==> config.mk <==
export PLATFORM = sky130hd
export DESIGN_NAME = trace_line_cache
export DESIGN_NICKNAME = d
export VERILOG_FILES = /design/src/rtl/tc_pkg.sv /design/src/rtl/tc_pack.sv /design/src/rtl/tc_fill.sv /design/src/rtl/tc_store.sv /design/src/rtl/trace_line_cache.sv
export SDC_FILE = /design/constraint.sdc
export NUM_CORES = 1
export LEC_CHECK = 0
export ABC_AREA = 1
export CAP_MARGIN = 20
export CELL_PAD_IN_SITES_DETAIL_PLACEMENT = 0
export CELL_PAD_IN_SITES_GLOBAL_PLACEMENT = 1
export CORE_UTILIZATION = 50
export DETAILED_ROUTE_END_ITERATION = 10
export DONT_BUFFER_PORTS = 1
export PLACE_DENSITY = 0.8
export SYNTH_ARGS = -nofsm -noshare
export SYNTH_HDL_FRONTEND = slang
export SYNTH_SLANG_ARGS = --single-unit
export TNS_END_PERCENT = 1
==> constraint.sdc <==
create_clock -name clk -period 8.7 [get_ports clk]
set_clock_uncertainty 0.15 [all_clocks]
set_input_delay 0.87 -clock clk [delete_from_list [all_inputs] [get_ports clk]]
set_output_delay 0.87 -clock clk [all_outputs]
set_load 0.02 [all_outputs]
==> src/rtl/tc_pkg.sv <==
package tc_pkg;
  localparam int UOP_W     = 16;
  localparam int LINE_UOPS = 6;
  localparam int DEC_LANES = 4;
  localparam int ADDR_W    = 16;
  localparam int NLINES    = 8;

  // number of set bits of m strictly below position lane
  function automatic int ones_below(input logic [31:0] m, input int lane);
    int c;
    c = 0;
    for (int i = 0; i < 32; i++) begin
      if (i < lane && m[i]) c++;
    end
    return c;
  endfunction

  // index of the highest set bit, zero when empty
  function automatic int top_lane(input logic [31:0] m);
    int t;
    t = 0;
    for (int i = 0; i < 32; i++) begin
      if (m[i]) t = i;
    end
    return t;
  endfunction

  // thermometer mask with the n low bits set
  function automatic logic [31:0] low_mask(input int n);
    logic [31:0] r;
    for (int i = 0; i < 32; i++) r[i] = (i < n);
    return r;
  endfunction
endpackage

==> src/rtl/tc_pack.sv <==
module tc_pack
  import tc_pkg::*;
#(
  parameter int LINE_UOPS = tc_pkg::LINE_UOPS,
  parameter int DEC_LANES = tc_pkg::DEC_LANES,
  localparam int CNT_W  = $clog2(LINE_UOPS + 1),
  localparam int POS_W  = $clog2(LINE_UOPS + DEC_LANES + 1),
  localparam int LANE_W = (DEC_LANES > 1) ? $clog2(DEC_LANES) : 1
) (
  input  logic [CNT_W-1:0]                 base,
  input  logic [DEC_LANES-1:0]             mask,
  output logic [DEC_LANES-1:0][POS_W-1:0]  lane_pos,
  output logic [DEC_LANES-1:0]             lane_keep,
  output logic [CNT_W-1:0]                 new_cnt,
  output logic [POS_W-1:0]                 brk_pos,
  output logic                             brk_keep
);
  logic [POS_W-1:0]  sum;
  logic [LANE_W-1:0] top;

  for (genvar l = 0; l < DEC_LANES; l++) begin : g_lane
    assign lane_pos[l]  = POS_W'(base) + POS_W'(ones_below(32'(mask), l));
    assign lane_keep[l] = mask[l] && (lane_pos[l] < POS_W'(LINE_UOPS));
  end

  assign sum      = POS_W'(base) + POS_W'(ones_below(32'(mask), DEC_LANES));
  assign new_cnt  = (sum > POS_W'(LINE_UOPS)) ? CNT_W'(LINE_UOPS) : CNT_W'(sum);
  assign top      = LANE_W'(top_lane(32'(mask)));
  assign brk_pos  = lane_pos[top];
  assign brk_keep = (mask != '0) && lane_keep[top];
endmodule

==> src/rtl/tc_fill.sv <==
module tc_fill
  import tc_pkg::*;
#(
  parameter int LINE_UOPS = tc_pkg::LINE_UOPS,
  parameter int DEC_LANES = tc_pkg::DEC_LANES,
  parameter int UOP_W     = tc_pkg::UOP_W,
  localparam int CNT_W = $clog2(LINE_UOPS + 1),
  localparam int POS_W = $clog2(LINE_UOPS + DEC_LANES + 1)
) (
  input  logic                          clk,
  input  logic                          rst_n,
  input  logic                          clear,
  input  logic                          step,
  input  logic [DEC_LANES-1:0]          dec_mask,
  input  logic [DEC_LANES*UOP_W-1:0]    dec_uops,
  input  logic                          dec_taken,
  input  logic                          dec_end,
  output logic                          commit,
  output logic                          store,
  output logic [LINE_UOPS-1:0]          out_vld,
  output logic [LINE_UOPS-1:0]          out_tkn,
  output logic [LINE_UOPS*UOP_W-1:0]    out_uops
);
  logic [CNT_W-1:0]                cnt_q;
  logic [LINE_UOPS*UOP_W-1:0]      uops_q;
  logic [LINE_UOPS-1:0]            tkn_q;
  logic [DEC_LANES-1:0][POS_W-1:0] lane_pos;
  logic [DEC_LANES-1:0]            lane_keep;
  logic [CNT_W-1:0]                new_cnt;
  logic [POS_W-1:0]                brk_pos;
  logic                            brk_keep;
  logic [LINE_UOPS*UOP_W-1:0]      m_uops;
  logic [LINE_UOPS-1:0]            m_tkn;

  tc_pack #(.LINE_UOPS(LINE_UOPS), .DEC_LANES(DEC_LANES)) u_pack (
    .base(cnt_q), .mask(dec_mask), .lane_pos(lane_pos), .lane_keep(lane_keep),
    .new_cnt(new_cnt), .brk_pos(brk_pos), .brk_keep(brk_keep)
  );

  // merge this cycle's kept lanes into the gathered line
  always_comb begin
    m_uops = uops_q;
    m_tkn  = tkn_q;
    for (int s = 0; s < LINE_UOPS; s++) begin
      for (int l = 0; l < DEC_LANES; l++) begin
        if (lane_keep[l] && lane_pos[l] == POS_W'(s))
          m_uops[s*UOP_W +: UOP_W] = dec_uops[l*UOP_W +: UOP_W];
      end
      if (dec_taken && brk_keep && brk_pos == POS_W'(s)) m_tkn[s] = 1'b1;
    end
  end

  assign commit   = step && ((new_cnt == CNT_W'(LINE_UOPS)) || dec_end);
  assign store    = commit && (new_cnt != '0);
  assign out_vld  = LINE_UOPS'(low_mask(int'(new_cnt)));
  assign out_tkn  = m_tkn;
  assign out_uops = m_uops;

  always_ff @(posedge clk) begin
    if (!rst_n || clear || commit) begin
      cnt_q  <= '0;
      uops_q <= '0;
      tkn_q  <= '0;
    end else if (step) begin
      cnt_q  <= new_cnt;
      uops_q <= m_uops;
      tkn_q  <= m_tkn;
    end
  end

  p_cnt_cap_r4: assert property (@(posedge clk) disable iff (!rst_n)
    cnt_q <= CNT_W'(LINE_UOPS));
  p_close_resets_r4: assert property (@(posedge clk) disable iff (!rst_n)
    commit |=> (cnt_q == '0));
  p_idle_holds_r3: assert property (@(posedge clk) disable iff (!rst_n)
    (!step && !clear) |=> $stable(cnt_q));
endmodule

==> src/rtl/tc_store.sv <==
module tc_store #(
  parameter int NLINES = 8,
  parameter int TAG_W  = 13,
  parameter int LW     = 108,
  localparam int IDX_W = $clog2(NLINES)
) (
  input  logic             clk,
  input  logic             rst_n,
  input  logic             flush,
  input  logic             wr_en,
  input  logic [IDX_W-1:0] wr_idx,
  input  logic [TAG_W-1:0] wr_tag,
  input  logic [LW-1:0]    wr_data,
  input  logic [IDX_W-1:0] rd_idx,
  input  logic [TAG_W-1:0] rd_tag,
  output logic             rd_hit,
  output logic [LW-1:0]    rd_data
);
  logic [NLINES-1:0]             valid_q;
  logic [NLINES-1:0][TAG_W-1:0]  tag_q;
  logic [NLINES-1:0][LW-1:0]     data_q;

  for (genvar e = 0; e < NLINES; e++) begin : g_ent
    logic sel;
    assign sel = wr_en && !flush && (wr_idx == IDX_W'(e));
    always_ff @(posedge clk) begin
      if (!rst_n || flush) valid_q[e] <= 1'b0;
      else if (sel)        valid_q[e] <= 1'b1;
    end
    always_ff @(posedge clk) begin
      if (sel) begin
        tag_q[e]  <= wr_tag;
        data_q[e] <= wr_data;
      end
    end
  end

  assign rd_hit  = valid_q[rd_idx] && (tag_q[rd_idx] == rd_tag);
  assign rd_data = data_q[rd_idx];

  p_write_lands_r9: assert property (@(posedge clk) disable iff (!rst_n)
    (wr_en && !flush) |=> (valid_q[$past(wr_idx)] && tag_q[$past(wr_idx)] == $past(wr_tag)));
  p_flush_empties_r10: assert property (@(posedge clk) disable iff (!rst_n)
    flush |=> (valid_q == '0));
endmodule

==> src/rtl/trace_line_cache.sv <==
module trace_line_cache
  import tc_pkg::*;
#(
  parameter int UOP_W     = tc_pkg::UOP_W,
  parameter int LINE_UOPS = tc_pkg::LINE_UOPS,
  parameter int DEC_LANES = tc_pkg::DEC_LANES,
  parameter int ADDR_W    = tc_pkg::ADDR_W,
  parameter int NLINES    = tc_pkg::NLINES,
  localparam int IDX_W = $clog2(NLINES),
  localparam int TAG_W = ADDR_W - IDX_W,
  localparam int LW    = 2*LINE_UOPS + LINE_UOPS*UOP_W
) (
  input  logic                        clk,
  input  logic                        rst_n,
  input  logic                        flush,
  input  logic                        fetch_req,
  input  logic [ADDR_W-1:0]           fetch_addr,
  output logic                        fetch_rdy,
  output logic                        hit,
  output logic                        miss,
  output logic                        dec_en,
  input  logic [DEC_LANES-1:0]        dec_mask,
  input  logic [DEC_LANES*UOP_W-1:0]  dec_uops,
  input  logic                        dec_taken,
  input  logic                        dec_end,
  output logic [LINE_UOPS-1:0]        line_vld,
  output logic [LINE_UOPS-1:0]        line_tkn,
  output logic [LINE_UOPS*UOP_W-1:0]  line_uops
);
  typedef enum logic {ST_IDLE, ST_FILL} state_t;

  state_t              state_q;
  logic [ADDR_W-1:0]   fill_addr_q;
  logic                hit_q, miss_q;
  logic [LW-1:0]       line_q;

  // named internal events
  logic                ev_accept, ev_lookup_hit, ev_start_fill, ev_commit, ev_store;
  logic [LW-1:0]       rd_data;
  logic [LINE_UOPS-1:0]       f_vld, f_tkn;
  logic [LINE_UOPS*UOP_W-1:0] f_uops;

  assign fetch_rdy     = (state_q == ST_IDLE) && !hit_q;
  assign dec_en        = (state_q == ST_FILL);
  assign ev_accept     = fetch_req && fetch_rdy && !flush;
  assign ev_start_fill = ev_accept && !ev_lookup_hit;

  tc_store #(.NLINES(NLINES), .TAG_W(TAG_W), .LW(LW)) u_store (
    .clk(clk), .rst_n(rst_n), .flush(flush),
    .wr_en(ev_store),
    .wr_idx(fill_addr_q[IDX_W-1:0]), .wr_tag(fill_addr_q[ADDR_W-1:IDX_W]),
    .wr_data({f_vld, f_tkn, f_uops}),
    .rd_idx(fetch_addr[IDX_W-1:0]), .rd_tag(fetch_addr[ADDR_W-1:IDX_W]),
    .rd_hit(ev_lookup_hit), .rd_data(rd_data)
  );

  tc_fill #(.LINE_UOPS(LINE_UOPS), .DEC_LANES(DEC_LANES), .UOP_W(UOP_W)) u_fill (
    .clk(clk), .rst_n(rst_n), .clear(flush || ev_start_fill), .step(dec_en),
    .dec_mask(dec_mask), .dec_uops(dec_uops), .dec_taken(dec_taken), .dec_end(dec_end),
    .commit(ev_commit), .store(ev_store),
    .out_vld(f_vld), .out_tkn(f_tkn), .out_uops(f_uops)
  );

  always_ff @(posedge clk) begin
    if (!rst_n) begin
      state_q     <= ST_IDLE;
      fill_addr_q <= '0;
      hit_q       <= 1'b0;
      miss_q      <= 1'b0;
      line_q      <= '0;
    end else if (flush) begin
      state_q <= ST_IDLE;
      hit_q   <= 1'b0;
      miss_q  <= 1'b0;
    end else begin
      hit_q  <= ev_accept && ev_lookup_hit;
      miss_q <= ev_start_fill;
      if (ev_accept && ev_lookup_hit) line_q <= rd_data;
      if (ev_start_fill) begin
        state_q     <= ST_FILL;
        fill_addr_q <= fetch_addr;
      end else if (dec_en && ev_commit) begin
        state_q <= ST_IDLE;
      end
    end
  end

  assign hit       = hit_q;
  assign miss      = miss_q;
  assign line_vld  = line_q[LW-1 -: LINE_UOPS];
  assign line_tkn  = line_q[LINE_UOPS*UOP_W +: LINE_UOPS];
  assign line_uops = line_q[LINE_UOPS*UOP_W-1:0];

  p_one_outcome_r7: assert property (@(posedge clk) disable iff (!rst_n)
    !(hit && miss));
  p_miss_fills_r2: assert property (@(posedge clk) disable iff (!rst_n)
    miss |-> dec_en);
  p_hit_no_decode_r7: assert property (@(posedge clk) disable iff (!rst_n)
    hit |-> !dec_en);
  p_hit_gap_r8: assert property (@(posedge clk) disable iff (!rst_n)
    hit |=> !hit);
  p_rdy_low_on_hit_r8: assert property (@(posedge clk) disable iff (!rst_n)
    hit |-> !fetch_rdy);
  p_slots_packed_r6: assert property (@(posedge clk) disable iff (!rst_n)
    hit |-> ((line_vld & (line_vld + 1'b1)) == '0));
  p_tkn_in_valid_r5: assert property (@(posedge clk) disable iff (!rst_n)
    hit |-> ((line_tkn & ~line_vld) == '0));
  p_flush_quiet_r10: assert property (@(posedge clk) disable iff (!rst_n)
    flush |=> (!dec_en && !hit && !miss));
endmodule

==> results_dict.tcl <==
set metrics [dict create \
    drc 2 \
    drive_gt1_share_pct 6.678 \
    p_per_area_mw_per_mm2 222.2 \
    p_comb_share_pct 6.4 \
    worst_slew_pin_slew_ns 2.340 \
    ys.flop_type "edfxtp_1" \
    dieArea_mm2 0.1055 \
    internal-power_w 0.009783 \
    final-setup-viol-count 0 \
    cts_buffers 120 \
    wl_per_cell_um 21.97 \
    yosysSeqAreaShare_pct 65.03 \
    path_common_cell "o21ai_0" \
    yosys_warnings 0 \
    wl_met3_um 13040 \
    synth_edf_count 968 \
    maxCapViolCount 0 \
    drtAntennaViolNets 0 \
    drt-met1-wl_um 61980 \
    drt_iter0_drc 4119 \
    async_reset_ff_share_pct 0 \
    grt_pass1_wl_um 214200 \
    cpMaxStageDelayCell "o21ai_0" \
    dp_hpwl_um 82770 \
    postCtsSetupRepairBufs 0 \
    cp_max_fo 87 \
    wirelength_um 143300 \
    cp_data_arrival_time_ns 5.78 \
    fin_crit_ns 5.584 \
    max_freq_ghz 0.1791 \
    required_ns 8.90 \
    cts_resized 0 \
    synthesis.nets 5291 \
    initial_core_util_pct 50.40 \
    rsz0062_at_grt "false" \
    cts_htree_levels 3 \
    rows 118 \
    ctsHoldBuffers 0 \
    vias 37149 \
    avgViaCountPerCell 5.696 \
    r2r_setup_slack_ns 3.84 \
    violations "DRC, slew limit" \
    synth_top_area_share_pct 55.80 \
    cts_tree "built" \
    crit_chain "ha_1, o21ai_0, inv_1, ha_1, nand2_1, o21ai_0, fa_1, inv_1, o21ai_0, o21ai_0, inv_1, nand2_1, nor2_1, nand2_1, inv_6, buf_4" \
    netlist_area_mm2 0.05209 \
    p_sw_w 0.002913 \
    seq_power_share_pct 50.1 \
    finalNonFillerCells 6522 \
    synth_area_leader_cell "edfxtp_1" \
    report.final.slew_viol_count 376 \
    clock_path_buffers 3 \
    place_congestion 0.9327 \
    p_leak_nw 21.01 \
    tns_ns 0 \
    p_clk_share_pct 43.4 \
    start_kind "primary input" \
    ys_types 42 \
    avgSynthCellArea_um2 10.05 \
    synth.area.top_cells "edfxtp_1 56%, nand2_1 9.9%, dfxtp_1 9.2%" \
    crit_path_end_kind "register" \
    synth.most_common_cell "nand2_1" \
    cts-root-buf "clkbuf_16" \
    clkLatencyLatePin_ns 0.74 \
    timing.final.crit_share_pct 64.18 \
    clkTransAtPathRegs_ns 0.06 \
    grt_pass1_vias 33910 \
    clock_sinks 1208 \
    swShare_pct 22.94 \
    worstSetupPathType "in2reg" \
    vdd_ir_drop_max_mv 0.1736 \
    die_h_um 324.8 \
    synth_common_cells "1367 x nand2_1, 968 x edfxtp_1, 531 x nor2_1" \
    max_slew_margin_pct -56.02 \
    grtUsageTotal_pct 26.57 \
    die_width_um 324.8 \
    wl_met2_um 64820 \
    buffer_ports.inserted 0 \
    synth-seq-cells 1208 \
    antenna_found_initial 5 \
    grt_overflow_total 0 \
    status "finished, violations left" \
    place_inst 6282 \
    drt_pass1_iterations 9 \
    timing.final.hold_violations 0 \
    worst_path_dominant_cell_family "buffers and inverters" \
    area_delta_synth_final_pct 9.709 \
    path_buf_inv 5 \
    synthCells 5185 \
    ioPinCount 202 \
    layout.nets 5136 \
    cpPeakStageDelay_ns 0.79 \
    hold_class "in2reg" \
    highest_layer "met5" \
    grt_max_degree 494 \
    coreArea_mm2 0.1033 \
]
-- layout by cell type (no fill, tap or decap), types with 4 or more instances in the layout --
cell	instances
o21ai_1	33
inv_2	6
nand2_1	1367
inv_6	12
buf_4	51
clkinv_4	7
a32o_1	101
nand4_1	15
clkinvlp_4	11
clkinv_1	25
a22oi_1	6
a21oi_1	228
nand3_1	182
a31oi_1	11
clkinv_2	30
nor3_1	5
a21oi_2	50
o211ai_1	62
bufinv_16	23
o21a_1	16
clkbuf_1	7
xor2_1	4
inv_1	346
o22ai_1	110
o221ai_1	7
clkbuf_16	120
nor2_1	529
dfxtp_1	239
o21ai_0	509
edfxtp_1	968
ha_1	13
diode_2	6
-- cell families (layout without fill, tap and decap cells) --
| kind of cell | Yosys count | count (layout) | share of synthesized area (%) |
|---|---|---|---|
| AO/OA/AOI/OAI | 1136 | 1136 | 13.00 |
| AND/OR/NAND/NOR | 2118 | 2118 | 15.92 |
| other | 0 | 6 | 0 |
| adder cells (fa/ha/maj) | 16 | 16 | 0.4276 |
| buffers and inverters | 700 | 651 | 5.486 |
| flip-flops | 1208 | 1208 | 65.03 |
| XOR/XNOR | 7 | 7 | 0.1321 |
-- through the flow --
step	area, µm²	worst slack (ns)	hold WS, ns	total power [W]	util (%)
floorplan	52090	2.177	0.2808	0.007047	-
global placement	52810	2.571	0.2901	0.007278	51.10
detailed placement	52820	2.413	0.2938	0.007292	51.10
CTS	57080	3.193	0.08407	0.01277	55.23
global route	57130	2.744	0.1153	0.01307	55.28
finish	57150	3.116	0.1344	0.01270	55.30
-- flip-flops by register name, summed over array words and instances (netlist names), 3 cells and up --
name,flops
u_store.data_q,864
line_q,108
u_store.tag_q,104
u_fill.uops_q,96
fill_addr_q,16
u_store.valid_q,8
u_fill.tkn_q,6
u_fill.cnt_q,3
-- metal layers --
metal / vias up / global-route usage, %
li1: 17531 / -
met1: 17951 / 38.07
met2: 1435 / 40.95
met3: 228 / 5.545
met4: 4 / 7.588
met5: - / 0
-- worst reg2reg max path, stage by stage (launching register included) --
cell and delay (ns):
dfxtp_1 0.41, ha_1 0.28, fa_1 0.53, inv_1 0.06
o21ai_0 0.79, o21ai_0 0.20, inv_1 0.13, nand2_1 0.08
nor2_1 0.21, nand2_1 0.16, inv_6 0.79, buf_4 0.66
-- area by class of cell --
| class | count | area (µm²) |
|---|---|---|
| Clock inverter | 99 | 1207 |
| Timing Repair Buffer | 55 | 430.4 |
| Clock buffer | 129 | 3057 |
| Tap cell | 1380 | 1727 |
| Multi-Input combinational cell | 3277 | 15390 |
| Inverter | 368 | 1448 |
| Sequential cell | 1208 | 33880 |
| Fill cell | 8886 | 46200 |
| Antenna cell | 6 | 15.01 |
-- power groups by stage --
stage	sequential, W	combinational, W	clock [W]
final	0.00637	0.000816	0.00551
after global placement	0.00649	0.000788	0
after global routing	0.00637	0.000888	0.00582
after floorplan	0.00648	0.000570	0
after CTS	0.00637	0.000803	0.00560
after detailed placement	0.00649	0.000800	0
-- final timing paths --
| kind | from | endpoint | cells past startpoint |
|---|---|---|---|
| worst max register to register | u_fill.cnt_q[0] | u_store.data_q[365] | 11 |
| worst min register to register | u_fill.tkn_q[2] | u_fill.tkn_q[2] | 2 |
| worst min-delay path | rst_n | line_q[0] | 2 |
| worst max-delay path | dec_mask[0] | u_store.data_q[365] | 16 |
(Power assumes the default switching activity.)
